<file path="src/rtl/fault_supervisor.sv">
module fault_supervisor #(
  parameter int TRIM_W      = 16,
  parameter int GATE_CYCLES = 1600,
  parameter int EDGE_MIN    = 5,
  parameter int EDGE_MAX    = 26,
  parameter int QUAL_CYCLES = 1600
) (
  input  logic              clk_ref,
  input  logic              rst_n,
  input  logic              osc_in,
  input  logic              lvd_in,
  input  logic              st_in,
  input  logic [TRIM_W-1:0] trim_bits,
  output logic              status_o,
  output logic              valid_o
);

  localparam int GW = $clog2(GATE_CYCLES);
  localparam int EW = $clog2(GATE_CYCLES + 1);
  localparam int QW = $clog2(QUAL_CYCLES + 1);
  localparam logic [GW-1:0] GATE_LAST = GW'(GATE_CYCLES - 1);
  localparam logic [EW-1:0] LO_LIM    = EW'(EDGE_MIN);
  localparam logic [EW-1:0] HI_LIM    = EW'(EDGE_MAX);
  localparam logic [QW-1:0] QUAL_LAST = QW'(QUAL_CYCLES - 1);
  localparam logic [QW-1:0] QUAL_FULL = QW'(QUAL_CYCLES);

  // two-flop synchronizers
  logic [1:0] st_ff, lvd_ff, osc_ff;
  logic       osc_prev;
  always_ff @(posedge clk_ref or negedge rst_n)
    if (!rst_n) begin
      st_ff    <= '0;
      lvd_ff   <= '0;
      osc_ff   <= '0;
      osc_prev <= 1'b0;
    end else begin
      st_ff    <= {st_ff[0], st_in};
      lvd_ff   <= {lvd_ff[0], lvd_in};
      osc_ff   <= {osc_ff[0], osc_in};
      osc_prev <= osc_ff[1];
    end

  wire st_sync  = st_ff[1];
  wire lvd_sync = lvd_ff[1];
  wire osc_rise = osc_ff[1] & ~osc_prev;

  // trim parity
  logic par_q;
  always_ff @(posedge clk_ref or negedge rst_n)
    if (!rst_n) par_q <= 1'b0;
    else        par_q <= ^trim_bits;

  // frequency window
  logic [GW-1:0] gate_cnt;
  logic [EW-1:0] edge_cnt;
  logic          clk_bad;
  wire  [EW-1:0] edges_now = edge_cnt + EW'(osc_rise);

  always_ff @(posedge clk_ref or negedge rst_n)
    if (!rst_n) begin
      gate_cnt <= '0;
      edge_cnt <= '0;
      clk_bad  <= 1'b0;
    end else if (gate_cnt == GATE_LAST) begin
      gate_cnt <= '0;
      edge_cnt <= '0;
      clk_bad  <= (edges_now < LO_LIM) || (edges_now > HI_LIM);
    end else begin
      gate_cnt <= gate_cnt + GW'(1);
      edge_cnt <= edges_now;
    end

  // self-test width qualification
  logic [QW-1:0] st_run;
  always_ff @(posedge clk_ref or negedge rst_n)
    if (!rst_n)                  st_run <= '0;
    else if (!st_sync)           st_run <= '0;
    else if (st_run != QUAL_FULL) st_run <= st_run + QW'(1);

  wire qual_hit  = st_sync && (st_run == QUAL_LAST);
  wire fault_now = lvd_sync | clk_bad | par_q;

  // fault latch, valid flag, status
  logic latch_q;
  always_ff @(posedge clk_ref or negedge rst_n)
    if (!rst_n) begin
      latch_q  <= 1'b0;
      valid_o  <= 1'b0;
      status_o <= 1'b0;
    end else begin
      if (fault_now)     latch_q <= 1'b1;
      else if (qual_hit) latch_q <= 1'b0;
      if (qual_hit)      valid_o <= 1'b1;
      status_o <= latch_q | st_sync;
    end

  a_r1_reset_quiet: assert property (@(posedge clk_ref)
    !rst_n |-> (!status_o && !valid_o));

  a_r2_selftest_loopback: assert property (@(posedge clk_ref) disable iff (!rst_n)
    st_sync |=> status_o);

  a_r3_latch_sticky: assert property (@(posedge clk_ref) disable iff (!rst_n)
    latch_q && !qual_hit |=> latch_q);

  a_r3_lvd_sets: assert property (@(posedge clk_ref) disable iff (!rst_n)
    lvd_sync |=> latch_q);

  a_r4_parity_sets: assert property (@(posedge clk_ref) disable iff (!rst_n)
    par_q |=> latch_q);

  a_r5_clock_sets: assert property (@(posedge clk_ref) disable iff (!rst_n)
    clk_bad |=> latch_q);

  a_r6_clear_needs_width: assert property (@(posedge clk_ref) disable iff (!rst_n)
    $fell(latch_q) |-> ($past(st_sync) && $past(st_run) == QUAL_LAST));

  a_r7_fault_blocks_clear: assert property (@(posedge clk_ref) disable iff (!rst_n)
    fault_now |=> latch_q);

  a_r8_valid_holds: assert property (@(posedge clk_ref) disable iff (!rst_n)
    valid_o |=> valid_o);

  a_r8_valid_waits: assert property (@(posedge clk_ref) disable iff (!rst_n)
    !valid_o && !qual_hit |=> !valid_o);

endmodule

</file>
<file path="config.mk">
export PLATFORM = sky130hd
export DESIGN_NAME = fault_supervisor
export DESIGN_NICKNAME = d
export VERILOG_FILES = /design/src/rtl/fault_supervisor.sv
export SDC_FILE = /design/constraint.sdc
export NUM_CORES = 1
export LEC_CHECK = 0
export CAP_MARGIN = 25
export CORE_MARGIN = 5
export CORE_UTILIZATION = 55
export DETAILED_ROUTE_END_ITERATION = 16
export DONT_BUFFER_PORTS = 1
export GPL_ROUTABILITY_DRIVEN = 0
export PLACE_DENSITY = 0.71
export SETUP_SLACK_MARGIN = 0.2
export SYNTH_ARGS = -nofsm -noshare
export SYNTH_HDL_FRONTEND = slang
export SYNTH_SLANG_ARGS = --single-unit
export TNS_END_PERCENT = 20
</file>
<file path="constraint.sdc">
create_clock -name clk_ref -period 4.6 [get_ports clk_ref]
set_input_delay 0.92 -clock clk_ref [delete_from_list [all_inputs] [get_ports clk_ref]]
set_output_delay 0.92 -clock clk_ref [all_outputs]
set_load 0.02 [all_outputs]
</file>
Word level (Yosys, flattened, before mapping). Cells that the tools add are included. Widths: inputs -> output; s select.

$add $sub $neg: 3. Order comparisons: 2. Eq/ne operators: 4. Multiplexer cells: 6. Bitwise logic cells: 5. Reductions and logical operators: 4.

Operators with widths (count): $mux 11 (4); $add 11x1->11 const B (2); $eq 11x11->1 const B (2); $reduce_xor 16->1 (1); $add 11x1->11 (1); $gt 11x5->1 const B (1); $lt 11x3->1 const B (1); $ne 11x11->1 const B (1); $or 1x1->1 (3); $mux 1 (2); $ne 2x1->1 const B (1); $reduce_bool 2->1 (1); $and 1x1->1 (1); $logic_and 1x1->1 (1); $logic_or 1x1->1 (1); $not 1->1 (1).

Bits in registers: 45. Bits of input ports: 21.

Logic depth before layout (Yosys ltp).
Depth in word-level cells: 5. Gate-level depth with buffers: 8. Depth with buffers taken out: 8.

Worst setup path after synthesis. No wires, ideal clock.

Path type: flip-flop to flip-flop. Start: register osc_prev. End: register clk_bad. Data arrival time: 1815 ps. Slack: 2659 ps. Stages on the path, launching flop included: 9. Buffers on the path: 0. Path through: dfrtp_1 > nor2b_1 > ha_1 > ha_1 > nand2_1 > o21a_1 > nor4_2 > nand4_1 > o32a_1.

Word-level cells in the longest chain between the ends: 5. Elaborated cells on any way between the ends: 6.

RTL lines: from (decl) (RTL line 29) `logic osc_prev;`; from (signal assigned) (RTL line 40) `osc_prev <= osc_ff[1];`; $not 1->1 (*) (RTL line 45) `wire osc_rise = osc_ff[1] & ~osc_prev;`; $and 1x1->1 (*) (RTL line 45); $add 11x1->11 (*) (RTL line 57) `wire [EW-1:0] edges_now = edge_cnt + EW'(osc_rise);`; $lt 11x3->1 / $gt 11x5->1 (equally long branches) (RTL line 67) `clk_bad <= (edges_now < LO_LIM) || (edges_now > HI_LIM);`; $logic_or 1x1->1 (*) (RTL line 67); to (signal assigned) (RTL line 67); to (decl) (RTL line 56) `logic clk_bad;`.

Mark *: on every way between the ends. The rest lies on a longest branch, timed or not. A chain may end at the register's enable or synchronous reset.

Worst setup path after layout. Ends and elaborated chain as after synthesis.

==> reports/results.txt <==
# IOs: 23
fraction of layout cells with a size suffix above 1: 0.04950
synthesis-stage register bit count: 45
IO Port Bufs: 0
FP Rows: 22
HP Class: in2async
maximum clock frequency: 462.5 MHz
area occupied by multi-input gates: 998.5 um^2
commonest cells in the netlist: dfrtp_1 (45), xnor2_1 (31), nand3_1 (18), nor2_1 (18), and2_1 (11)
count of flip-flops with a built-in enable after synthesis: 0
Ant. Diodes: 0
chip height: 72.57 um
net switching fraction of the power: 0.2640
buffer count from post-CTS setup fixing: 0
clock insertion delay at the later pin of the skew report: 290 ps
final setup violating endpoints: 0
total CTS buffers: 5
leading post-synthesis cells by cell area: dfrtp_1 (52%), xnor2_1 (13%), nand3_1 (4.2%)
Fillers: 299
Die Footprint: 5266 um^2
minimum period implied by the final worst setup slack: 2162 ps
pin count of the biggest net entering global routing: 46
post-placement cell count: 242
Post-synth ARST share: 1.000
Rel. slew slack: 0.6255
worst IR drop on VDD: 0.2539 mV
CTS HTree Levels: 2
number of clock sinks: 45
Critical Path AT: 2330 ps
cell internal pwr: 0.5941 mW
average via count per standard cell: 5.400
PwrDens: 353.5 nW/um^2
critical-path cell with the highest stage delay: o32a_1
Slew Viols, Final: 0
Final #Nets: 227
post-cts sizing count: 0
# hold bufs at CTS: 0
PnR Total Power: 0.8072 mW
worst-margin pin slew: 561.7 ps
maximum clock insertion buffer count: 2
most common cell in the netlist: dfrtp_1
reg2reg setup slack: 2440 ps
required time at the worst-slack endpoint: 4770 ps
met1 global-route usage: 0.1790
Final Cycle Share: 0.4700
Logic pwr share: 0.137
total via count in the routed design: 1350
GR Util met3: 0.03444
endpoint of the worst-slack reg-to-reg timing path: clk_bad
critical path cell sequence: nor2b_1 > ha_1 > ha_1 > nand2_1 > o21a_1 > nor4_2 > nand4_1 > o32a_1
Post-Syn Area: 2153 um^2
Horiz. Die Dim: 72.57 um
post-synthesis cell type count: 34
average detailed-routed wire length per instance: 13.56 um
part of the power in the clock network: 0.290
Post-Syn Instances: 197
initial antenna violation count: 0
outcome: finished clean
area of the core: 3716 um^2
final clock skew: 8.128 ps
total net switching power: 0.2131 mW
clk root buf: clkbuf_8
final hold violations: 0
Setup crit end kind: register
Area growth syn-to-layout: 6.043%
overall routing resource usage: 0.1479
number of non-filler instances in the completed layout: 250
TritonCTS clock tree: built
Pleak: 0.9456 nW
global-route layer with the greatest usage: met2
Seq pwr share: 0.573
Initial Utilization: 0.5795
most prevalent standard cell on the critical path: ha_1
sequential cell area in the final layout: 1126 um^2
reg2reg start: osc_prev
stage delay of the slowest cell on the critical path: 380 ps
clock-pin slew on the worst setup and hold paths: 80 ps
drt first-iter violations: 90
setup repair after global routing missed its margin: false
cell type with the highest aggregate area in the netlist: dfrtp_1
remaining antenna violation count: 0
total length of routed wires: 3.389 mm
iteration count of the initial detailed-routing pass: 4
average footprint of a synthesized cell: 10.93 um^2
Yosys warnings: 0
FF-to-FF path depth: 8
HPWL Detailed: 2.410 mm
Synthesized Nets: 223
max capacitance violation total: 0
Setup crit start kind: register
share of the yosys chip area belonging to registers: 0.5230
met2 track demand over resource in global routing: 0.2555
total negative slack for setup checks: 0 ps
critical setup path kind: reg2reg
area fraction of the dominant cell type after synthesis: 0.5230
Synth Flop Type: dfrtp_1
global-route wire length before repair: 6.092 mm
detailed-route DRC error count: 0
via count of the first global-routing pass: 1442
biggest fanout along the worst timing path: 4
GR Overflow Total: 0
-- worst max-delay path, delay by kind of cell (launching register included) --
kind	cells	cell delay, ps
DFF	1	360
adders and majority gates	2	440
and+or+nand+nor	4	650
AOI/OAI and AO/OA	2	600
-- cells by family (layout without fill, tap and decap cells) --
kind of cell,Yosys count,in the layout,synth area share
AND/OR/NAND/NOR,85,85,0.2185
AO/OA/AOI/OAI,12,12,0.04009
XOR/XNOR,41,41,0.1668
buffers and inverters,7,12,0.01336
multiplexers,2,2,0.009297
flip-flops,45,45,0.5230
adder cells (fa/ha/maj),5,5,0.02905
-- through the flow --
stage	util	hold slack [ps]	cell area, um^2	setup slack [ps]
floorplan	-	331.2	2153	2659
global placement	0.5919	337.8	2200	2567
detailed placement	0.5919	345.8	2200	2467
CTS	0.6145	304.7	2283	2426
global route	0.6145	291.9	2283	2280
finish	0.6145	311.6	2283	2438
-- flip-flops by register name, indices dropped and copies added, names as in the netlist, 2 cells and up --
| name | cells |
|---|---|
| lvd_ff | 2 |
| edge_cnt | 11 |
| gate_cnt | 11 |
| st_ff | 2 |
| osc_ff | 2 |
| st_run | 11 |
-- how the worst max path moves through the flow --
stage	from	end	slack [ps]	depth (start not counted)
finish	osc_prev	clk_bad	2440	8
global route	osc_prev	clk_bad	2280	8
floorplan	osc_prev	clk_bad	2660	8
global placement	osc_prev	clk_bad	2570	8
CTS	osc_prev	clk_bad	2430	8
detailed placement	osc_prev	clk_bad	2470	8
-- final cells by class --
class                      instances  share of cell area
clock inverter                     1            0.003288
sequential                        45              0.4932
clock buffer                       7             0.03342
inverter                           4            0.006575
tap                               48             0.02630
multi-input combinational        145              0.4373
-- power by group through the flow --
stage	combinational, mW	clock, mW	sequential (mW)
after floorplan	0.0959	0	0.462
after global placement	0.106	0	0.468
after detailed placement	0.111	0	0.470
after CTS	0.112	0.240	0.462
after global routing	0.124	0.263	0.466
final	0.111	0.234	0.463
-- cell usage in the layout, fill, tap and decap left out, types with 3 or more instances in the layout --
cell      netlist  layout
nor3_1          7       7
nand2_1         9       9
nand3_1        18      18
ha_1            5       5
and2_1         11      11
xor2_1         10      10
inv_1           4       4
nor2b_1         6       6
dfrtp_1        45      45
xnor2_1        31      31
clkbuf_8        0       5
nor2_1         18      18
a21oi_1         3       3
-- layer usage --
layer / routed length, um / vias up
li1: - / 673
met1: 1526 / 652
met2: 1712 / 20
met3: 107 / 5
met4: 43 / 0
met5: 0 / -
No activity file was read; power rests on OpenSTA's default activity.
